$ cat config.mk
export PLATFORM = sky130hd
export DESIGN_NAME = exc_entry_ctrl
export DESIGN_NICKNAME = d
export VERILOG_FILES = /design/src/rtl/exc_entry_pkg.sv /design/src/rtl/exc_fault_decode.sv /design/src/rtl/exc_vector_sel.sv /design/src/rtl/exc_state_update.sv /design/src/rtl/exc_entry_ctrl.sv
export SDC_FILE = /design/constraint.sdc
export NUM_CORES = 1
export LEC_CHECK = 0
export ABC_AREA = 1
export BUFFER_PORTS_ARGS = -buffer_cell sky130_fd_sc_hd__buf_2
export CAP_MARGIN = 5
export CORE_UTILIZATION = 34
export CTS_CLUSTER_SIZE = 24
export DETAILED_ROUTE_END_ITERATION = 10
export GPL_TIMING_DRIVEN = 0
export SLEW_MARGIN = 0
export SYNTH_ARGS = -nofsm -noshare
export SYNTH_HDL_FRONTEND = slang
export SYNTH_SLANG_ARGS = --single-unit
$ cat constraint.sdc
create_clock -name clk -period 1.65 [get_ports clk]
set_input_delay 0.0825 -clock clk [delete_from_list [all_inputs] [get_ports clk]]
set_output_delay 0.0825 -clock clk [all_outputs]
set_load 0.005 [all_outputs]
$ cat src/rtl/exc_entry_pkg.sv
package exc_entry_pkg;
  localparam int KIND_W = 5;
  localparam int CODE_W = 5;
  localparam int SET_W  = 4;

  // status word fields
  localparam int ST_EXL = 1;
  localparam int ST_BEV = 22;
  localparam int ST_CU1 = 29;
  // cause word fields
  localparam int CA_CODE_LO = 2;
  localparam int CA_CE_LO   = 28;
  localparam int CA_BD      = 31;
  // register-set control fields
  localparam int SRS_CUR_LO  = 0;
  localparam int SRS_PREV_LO = 6;
  localparam int SRS_EXC_LO  = 12;

  typedef enum logic [KIND_W-1:0] {
    FK_INTR     = 5'd0,
    FK_SYSCALL  = 5'd1,
    FK_BREAK    = 5'd2,
    FK_RESVD    = 5'd3,
    FK_COP_UNUS = 5'd4,
    FK_OVFL     = 5'd5,
    FK_TRAP     = 5'd6,
    FK_MCHECK   = 5'd7,
    FK_ADDR_ERR = 5'd8,
    FK_TLB_RFL  = 5'd9,
    FK_TLB_INV  = 5'd10,
    FK_TLB_MOD  = 5'd11,
    FK_THREAD   = 5'd12,
    FK_DSP_OFF  = 5'd13,
    FK_POWER_ON = 5'd14,
    FK_WARM_RST = 5'd15,
    FK_NMI      = 5'd16
  } fault_kind_e;

  typedef enum logic [1:0] {
    ACT_HANDLER = 2'd0,
    ACT_BOOT    = 2'd1,
    ACT_UNSUP   = 2'd2
  } fault_action_e;

  typedef struct packed {
    fault_action_e       action;
    logic [CODE_W-1:0]   exc_code;
    logic                general_off;
  } fault_info_t;
endpackage

$ cat src/rtl/exc_fault_decode.sv
module exc_fault_decode
  import exc_entry_pkg::*;
(
  input  logic [KIND_W-1:0] kind,
  output fault_info_t       info
);
  always_comb begin
    info.action      = ACT_HANDLER;
    info.exc_code    = '0;
    info.general_off = 1'b1;
    case (kind)
      FK_INTR:     info.general_off = 1'b0;
      FK_SYSCALL:  info.exc_code = CODE_W'(8);
      FK_BREAK:    info.exc_code = CODE_W'(9);
      FK_RESVD:    info.exc_code = CODE_W'(10);
      FK_COP_UNUS: info.exc_code = CODE_W'(11);
      FK_OVFL:     info.exc_code = CODE_W'(12);
      FK_TRAP:     info.exc_code = CODE_W'(13);
      FK_MCHECK:   info.exc_code = CODE_W'(24);
      FK_TLB_MOD:  info.exc_code = CODE_W'(1);
      FK_ADDR_ERR, FK_TLB_RFL, FK_TLB_INV, FK_THREAD, FK_DSP_OFF: ;
      FK_POWER_ON: begin
        info.action      = ACT_BOOT;
        info.general_off = 1'b0;
      end
      default: begin
        info.action      = ACT_UNSUP;
        info.general_off = 1'b0;
      end
    endcase
  end
endmodule

$ cat src/rtl/exc_vector_sel.sv
module exc_vector_sel
  import exc_entry_pkg::*;
#(
  parameter int              XLEN         = 32,
  parameter logic [XLEN-1:0] RESET_VEC    = 32'hBFC0_0000,
  parameter logic [XLEN-1:0] RUN_BASE     = 32'h8000_0000,
  parameter logic [XLEN-1:0] BOOT_BASE    = 32'hBFC0_0200,
  parameter logic [XLEN-1:0] GENERAL_OFF  = 32'h0000_0180
) (
  input  fault_action_e   action,
  input  logic            general_off,
  input  logic            bev,
  output logic [XLEN-1:0] target
);
  logic [XLEN-1:0] base;
  logic [XLEN-1:0] offset;

  always_comb begin
    base   = bev ? BOOT_BASE : RUN_BASE;
    offset = general_off ? GENERAL_OFF : '0;
    target = (action == ACT_BOOT) ? RESET_VEC : (base + offset);
  end
endmodule

$ cat src/rtl/exc_state_update.sv
module exc_state_update
  import exc_entry_pkg::*;
#(
  parameter int XLEN       = 32,
  parameter int INSN_BYTES = 4
) (
  input  fault_info_t     info,
  input  logic [XLEN-1:0] pc,
  input  logic [XLEN-1:0] npc,
  input  logic [XLEN-1:0] status_in,
  input  logic [XLEN-1:0] cause_in,
  input  logic [XLEN-1:0] srsctl_in,
  output logic [XLEN-1:0] status_nxt,
  output logic [XLEN-1:0] cause_nxt,
  output logic [XLEN-1:0] epc_nxt,
  output logic [XLEN-1:0] srsctl_nxt,
  output logic            status_wr,
  output logic            cause_wr,
  output logic            epc_wr,
  output logic            srsctl_wr,
  output logic            redirect,
  output logic            unsup
);
  localparam logic [XLEN-1:0] STEP = XLEN'(INSN_BYTES);

  logic in_slot;
  logic swap_ok;
  logic serviced;
  logic boot;

  always_comb begin
    serviced = (info.action == ACT_HANDLER);
    boot     = (info.action == ACT_BOOT);
    unsup    = (info.action == ACT_UNSUP);
    in_slot  = (npc != (pc + STEP));
    swap_ok  = ~status_in[ST_EXL] & ~status_in[ST_BEV];

    status_nxt = status_in;
    if (serviced) status_nxt[ST_EXL] = 1'b1;
    if (boot)     status_nxt[ST_CU1] = 1'b1;

    cause_nxt = cause_in;
    cause_nxt[CA_CODE_LO +: CODE_W] = info.exc_code;
    cause_nxt[CA_CE_LO +: 2]        = 2'b00;
    cause_nxt[CA_BD]                = in_slot;

    epc_nxt = in_slot ? (pc - STEP) : pc;

    srsctl_nxt = srsctl_in;
    srsctl_nxt[SRS_PREV_LO +: SET_W] = srsctl_in[SRS_CUR_LO +: SET_W];
    srsctl_nxt[SRS_CUR_LO +: SET_W]  = srsctl_in[SRS_EXC_LO +: SET_W];

    status_wr = serviced | boot;
    cause_wr  = serviced;
    epc_wr    = serviced;
    srsctl_wr = serviced & swap_ok;
    redirect  = serviced | boot;
  end
endmodule

$ cat src/rtl/exc_entry_ctrl.sv
module exc_entry_ctrl
  import exc_entry_pkg::*;
#(
  parameter int              XLEN        = 32,
  parameter int              INSN_BYTES  = 4,
  parameter logic [XLEN-1:0] RESET_VEC   = 32'hBFC0_0000,
  parameter logic [XLEN-1:0] RUN_BASE    = 32'h8000_0000,
  parameter logic [XLEN-1:0] BOOT_BASE   = 32'hBFC0_0200,
  parameter logic [XLEN-1:0] GENERAL_OFF = 32'h0000_0180
) (
  input  logic              clk,
  input  logic              rst_n,
  input  logic              exc_req,
  input  logic [KIND_W-1:0] exc_kind,
  input  logic [XLEN-1:0]   pc,
  input  logic [XLEN-1:0]   npc,
  input  logic [XLEN-1:0]   status_in,
  input  logic [XLEN-1:0]   cause_in,
  input  logic [XLEN-1:0]   srsctl_in,
  output logic [XLEN-1:0]   status_out,
  output logic              status_we,
  output logic [XLEN-1:0]   cause_out,
  output logic              cause_we,
  output logic [XLEN-1:0]   epc_out,
  output logic              epc_we,
  output logic [XLEN-1:0]   srsctl_out,
  output logic              srsctl_we,
  output logic [XLEN-1:0]   redirect_pc,
  output logic              redirect_valid,
  output logic              unsupported
);
  fault_info_t     info;
  logic [XLEN-1:0] status_nxt, cause_nxt, epc_nxt, srsctl_nxt, target_nxt;
  logic            status_wr, cause_wr, epc_wr, srsctl_wr, redirect_nxt, unsup_nxt;

  exc_fault_decode u_decode (
    .kind (exc_kind),
    .info (info)
  );

  exc_vector_sel #(
    .XLEN(XLEN), .RESET_VEC(RESET_VEC), .RUN_BASE(RUN_BASE),
    .BOOT_BASE(BOOT_BASE), .GENERAL_OFF(GENERAL_OFF)
  ) u_vector (
    .action      (info.action),
    .general_off (info.general_off),
    .bev         (status_in[ST_BEV]),
    .target      (target_nxt)
  );

  exc_state_update #(.XLEN(XLEN), .INSN_BYTES(INSN_BYTES)) u_update (
    .info       (info),
    .pc         (pc),
    .npc        (npc),
    .status_in  (status_in),
    .cause_in   (cause_in),
    .srsctl_in  (srsctl_in),
    .status_nxt (status_nxt),
    .cause_nxt  (cause_nxt),
    .epc_nxt    (epc_nxt),
    .srsctl_nxt (srsctl_nxt),
    .status_wr  (status_wr),
    .cause_wr   (cause_wr),
    .epc_wr     (epc_wr),
    .srsctl_wr  (srsctl_wr),
    .redirect   (redirect_nxt),
    .unsup      (unsup_nxt)
  );

  // strobes: one cycle after an accepted request
  always_ff @(posedge clk or negedge rst_n) begin
    if (!rst_n) begin
      status_we      <= 1'b0;
      cause_we       <= 1'b0;
      epc_we         <= 1'b0;
      srsctl_we      <= 1'b0;
      redirect_valid <= 1'b0;
      unsupported    <= 1'b0;
    end else begin
      status_we      <= exc_req & status_wr;
      cause_we       <= exc_req & cause_wr;
      epc_we         <= exc_req & epc_wr;
      srsctl_we      <= exc_req & srsctl_wr;
      redirect_valid <= exc_req & redirect_nxt;
      unsupported    <= exc_req & unsup_nxt;
    end
  end

  // data words: loaded only on a request (clock enable)
  always_ff @(posedge clk or negedge rst_n) begin
    if (!rst_n) begin
      status_out  <= '0;
      cause_out   <= '0;
      epc_out     <= '0;
      srsctl_out  <= '0;
      redirect_pc <= '0;
    end else if (exc_req) begin
      status_out  <= status_nxt;
      cause_out   <= cause_nxt;
      epc_out     <= epc_nxt;
      srsctl_out  <= srsctl_nxt;
      redirect_pc <= target_nxt;
    end
  end
endmodule

# After elaboration in Yosys (flattened, before gate mapping)
# Cells that the tools add are included.
[op_classes] addsub=3 n_mul=0 n_div=0 magnitude_cmp=0 eq_ne=17 shift=0 muxes=9 n_bitwise=9 reduce_logical=4
[op_table] op="$mux W32" count=2
[op_table] op="$pmux W5 S8" count=1
[op_table] op="$eq A5 B4 Y1 const B" count=7
[op_table] op="$add A32 B3 Y32 const B" count=1
[op_table] op="$add A32 B32 Y32" count=1
[op_table] op="$ne A32 B32 Y1" count=1
[op_table] op="$sub A32 B3 Y32 const B" count=1
[op_table] op="$mux W30" count=1
[op_table] op="$eq A5 B3 Y1 const B" count=4
[op_table] op="$reduce_or A14 Y1" count=1
[op_table] op="$reduce_or A13 Y1" count=1
[op_table] op="$eq A5 B2 Y1 const B" count=2
[op_table] op="$mux W9" count=1
[op_table] op="$and A1 B1 Y1" count=6
[op_table] op="$eq A5 B1 Y1 const B" count=1
[op_table] op="$logic_not A5 Y1" count=1
[op_table] op="$pmux W2 S2" count=1
[op_table] op="$mux W1" count=3
[op_table] op="$eq A2 B1 Y1 const B" count=1
[op_table] op="$eq A2 B2 Y1 const B" count=1
[op_table] op="$logic_not A2 Y1" count=1
[op_table] op="$not A1 Y1" count=2
[op_table] op="$or A1 B1 Y1" count=1
[word_totals] regBits=162 latchBits=0 ram_bits=0 mem_bits_ro=0 input_bits=168 out_inout_bits=166 wordCells=51 n_memories=0

# Longest topological paths before layout
[logic_depth] ltp_word=6 mapped_depth=18 ltp_nobuf=18

# Cells and area by module
# From an unflattened synthesis, not the netlist that was laid out.
[unflattened] hier_cells=1479 area_unflattened_um2=10577.6
[by_module_without_submodules] mod="exc_entry_ctrl" n_inst=1 cells_per_inst=695 area_each_um2=6237.2 seq_area_each_um2=4154.0
[by_module_without_submodules] mod="exc_state_update" n_inst=1 cells_per_inst=699 area_each_um2=3849.9 seq_area_each_um2=0.0
[by_module_without_submodules] mod="exc_vector_sel" n_inst=1 cells_per_inst=38 area_each_um2=254.0 seq_area_each_um2=0.0
[by_module_without_submodules] mod="exc_fault_decode" n_inst=1 cells_per_inst=47 area_each_um2=236.5 seq_area_each_um2=0.0

# Worst setup path after synthesis
# OpenSTA, ideal clock, no wires.
[synth_timing] path_type="input -> register" startpoint="input pc[2]" endpoint="register epc_out[16]" setup_ps=124 t_arrival_ps=1710 required_ps=1526 slack_ps=-184 stages=17 n_path_buf=1 path_cell_list="ha_1 nand2_2 nor2_4 nand2_2 nor2_4 nand2_1 nand2_1 nand2_1 nand2_2 nand2_1 nor2_2 nand2_2 nor2_4 nand3_4 buf_6 nand3_1 nand3_1"
[synth_between] elab_chain_cells=3 word_cells_on_any_way=4 classes_between="add/sub (2); eq/ne (1); mux (1)"
[synth_lines] element="start, declared" line="exc_entry_ctrl.sv:15" text="input logic [XLEN-1:0] pc,"
[synth_lines] element="$add A32 B3 Y32" line="exc_state_update.sv:35" text="in_slot = (npc != (pc + STEP));"
[synth_lines] element="$ne A32 B32 Y1" line="exc_state_update.sv:35"
[synth_lines] element="$mux W32 *" line="exc_state_update.sv:47" text="epc_nxt = in_slot ? (pc - STEP) : pc;"
[synth_lines] element="end signal, assigned" line="exc_entry_ctrl.sv:100" text="epc_out <= epc_nxt;"
[synth_lines] element="end, declared" line="exc_entry_ctrl.sv:24" text="output logic [XLEN-1:0] epc_out,"
# Mark *: on every way between the ends. The rest lies on a longest branch, timed or not.
# A chain may end at the register's enable or synchronous reset.

# Worst setup path in the final report
[layout_timing] startpoint="input pc[9]" endpoint="register epc_out[10]"
# The elaborated chain is that of the path after synthesis.

==> reports/qor.txt <==
Status - finished, violations left
Failing checks - negative setup slack
Register area share after synthesis - 0.394
Grt ovf - 0
Post-synth top flop - dfrtp_1
Leakage power - 6.55 nW
Max Cap Viol - 0
Share of cells above drive strength 1 - 0.329
Fin nets - 1,772
Post-synthesis average cell area - 7.14 µm²
Ports - 334
Final WS setup - -186 ps
Async SR Flop Fraction - 1.00
Synth top area share - 0.394
Most frequent cells after synthesis - 488 x nand2_1, 130 x dfrtp_1, 120 x nand3_1
Post-Synth Simple-Gate Area - 0.427
Clock latency on the worst-skew pair - 420 ps
Met3 Routed Length - 1.88 mm
Cell row count - 56
CP max FO - 8
1st-iter DRT viols - 522
Seq pwr share - 0.386
Vias per cell - 4.64
Filler cells - 2,291
Root Driver - clkbuf_16
Area of the die - 0.0249 mm²
Reg2reg path depth - 2
Core Region - 0.0236 mm²
Residual DRC count - 0
DIE WIDTH - 158 µm
Antenna violations before repair - 0
Slowest CP cell - nor2_1
Largest net degree at the start of global routing - 98
Pwr dens - 752 mW/mm²
Comb pwr share - 0.227
Metal2 WL - 14.3 mm
Clk sinks - 130
Hold Path Origin - pc[17]
RR Startpoint - redirect_pc[29]
Synth area leader - dfrtp_1
Worst-path clk slew - 60 ps
FF+latch area - 0.00325 mm²
Routed WL per cell - 15.6 µm
Largest family of logic cells by synthesized area - simple AND/OR/NAND/NOR gates
RePlAce Congestion - 0.914
Net Sw Power - 2.94 mW
Fin crit period - 1840 ps
XOR/XNOR share of the synthesized area - 0.0584
Hpwl dp - 22.2 mm
Syn Inst Count - 1,156
RSZ-0062 raised after global routing - yes
Count of pins over their slew limit - 0
Worst-Margin Slew - 789 ps
Synthesis-to-layout area growth - 51.2%
Pre-CTS WS - -814 ps
Final worst path period share - 1.11
Worst EP required - 1950 ps
Yosys cell types - 45
Post-synth EDFFs - 0
Compound-gate portion of the synthesized area - 0.0150
R2r setup slk - 820 ps
Reg2reg end - redirect_pc[29]
Crit-path cells - buf_6, nand2_2, nor2_4, nand2_1, nor2_1, nand3_1, nand3_1, nand2_1, nor2_1, nand2_2, nor2_4, nand3_4, buf_12, nand3_1, nand3_1
Worst setup EP type - flip-flop
Critical path arrival - 2130 ps
Most numerous cell in the Yosys netlist - nand2_1
TritonCTS clock tree - built
Top Layer Used - met4
Worst setup SP type - primary input
Number of global-route vias before repair - 8,307
Hold Path Class - in -> reg
Max_slew headroom - 0.474
Pint - 6.45 mW
Post-Syn Area - 0.00825 mm²
Switching Share - 0.313
Initial core utilization - 0.350
Max Freq - 0.545 GHz
Setup Crit Path Kind - in -> reg
Layout Utilization - 0.529
Endpoints failing setup - 28
Multi-input gate area - 0.00460 mm²
Clock buffer depth - 2
Warning count from the yosys run - 0
Adder-cell area share of the yosys netlist - 0.00303
Max incr delay on CP - 280 ps
IO Port Bufs - 275
Worst hold path cell count - 3
H-tree depth - 4
Final ANT Viol Nets - 0
Top cells by area, synth - dfrtp_1 39%, nand2_1 22%, nand3_1 7.3%
Flops & latches, synth - 130
Final WL - 30.1 mm
Post-synthesis mux area share - 0
Vias - 8,970
CTS buffer count - 17
VDD IR max - 0.698 mV
Hold path endpoint - epc_out[17]
Clock skew - 0 ps
Die Span Y - 158 µm
Clock power frac - 0.387
Crit path top cell by count - nand3_1
GRT Util Overall - 0.236
Initial DRT Pass Iterations - 5
Final hold violations - 0
Wl on met1 - 13.2 mm
First-pass GRT wire length - 44.6 mm
cells in the final DEF (no fill, tap or decap), types with 24 or more instances in the layout:
cell | Yosys | routed
nand3_2 | 16 | 34
inv_1 | 57 | 55
nor2_1 | 87 | 72
nand3_1 | 120 | 99
clkbuf_1 | 24 | 24
dlygate4sd3_1 | 0 | 112
nand2_1 | 488 | 468
dfrtp_1 | 130 | 130
buf_2 | 11 | 279
nand2_2 | 12 | 24
xor2_1 | 36 | 35
buf_4 | 48 | 55
metal layers:
metal | track usage | vias up
met4 | 0.0804 | 0
met2 | 0.383 | 310
met5 | 0 | -
met1 | 0.313 | 4174
met3 | 0.0452 | 46
li1 | - | 4440
stage by stage:
stage	cell area, µm²	instances	power, mW	hold WS (ps)	setup TNS [ps]
2_1_floorplan	8570	1177	4.66	-213	-1230
3_3_place_gp	10300	1771	5.49	260	-195450
3_5_place_dp	10400	1772	5.53	-9.23	-23520
4_1_cts	12300	1931	9.45	1.77	-1420
5_1_grt	12500	1934	9.90	9.34	-7360
6_report	12500	1935	9.39	13.4	-4500
critical path: cells and delay by family:
family,cells,cell delay (ps)
AND/OR/NAND/NOR,13,1710
buffers and inverters,2,320
final cells by class:
class	instances	share of cell area
Buffer	94	0.0537
Clock inverter	15	0.0110
Antenna cell	1	0.000201
Timing Repair Buffer	406	0.220
Tap cell	319	0.0320
Multi-Input combinational cell	890	0.368
Sequential cell	130	0.261
Inverter	63	0.0196
Clock buffer	17	0.0341
power groups by stage:
stage / clock network, mW / registers (mW) / logic [mW]
after floorplan: 0 / 3.69 / 0.966
after global placement: 0 / 3.66 / 1.83
after detailed placement: 0 / 3.67 / 1.86
after CTS: 3.71 / 3.62 / 2.12
after global routing: 3.87 / 3.65 / 2.37
final: 3.63 / 3.62 / 2.14
repair_timing:
action / 4_1_cts / 5_1_grt
gates cloned: 2 / 1
hold endpoints to repair: 186 / 0
pin swaps: 14 / 12
resized for setup: 37 / 26
setup endpoints to repair: 31 / 32
hold buffers: 112 / 0
buffers inserted: 13 / 2
flip-flops by register name, indices dropped and copies added, names as in the netlist:
name            count
srsctl_we           1
redirect_pc         4
epc_out            32
epc_we              1
redirect_valid      1
cause_out          30
status_out         32
srsctl_out         28
unsupported         1
worst max path at each step:
stage,endpoint,from,slack [ps]
final,epc_out[10],pc[9],-190
after global routing,epc_out[24],pc[2],-270
after CTS,epc_out[17],pc[2],-70
after detailed placement,epc_out[17],pc[2],-810
after global placement,epc_out[3],rst_n,-1340
after floorplan,epc_out[12],pc[7],-60
cell families (layout without fill, tap and decap cells):
group	Yosys count	count (layout)
adder cells (fa/ha/maj)	2	2
XOR/XNOR	55	55
buffers and inverters	157	595
flip-flops	130	130
other	1	23
AND/OR/NAND/NOR	791	791
AO/OA/AOI/OAI	20	20
No activity file was read; power rests on OpenSTA's default activity.
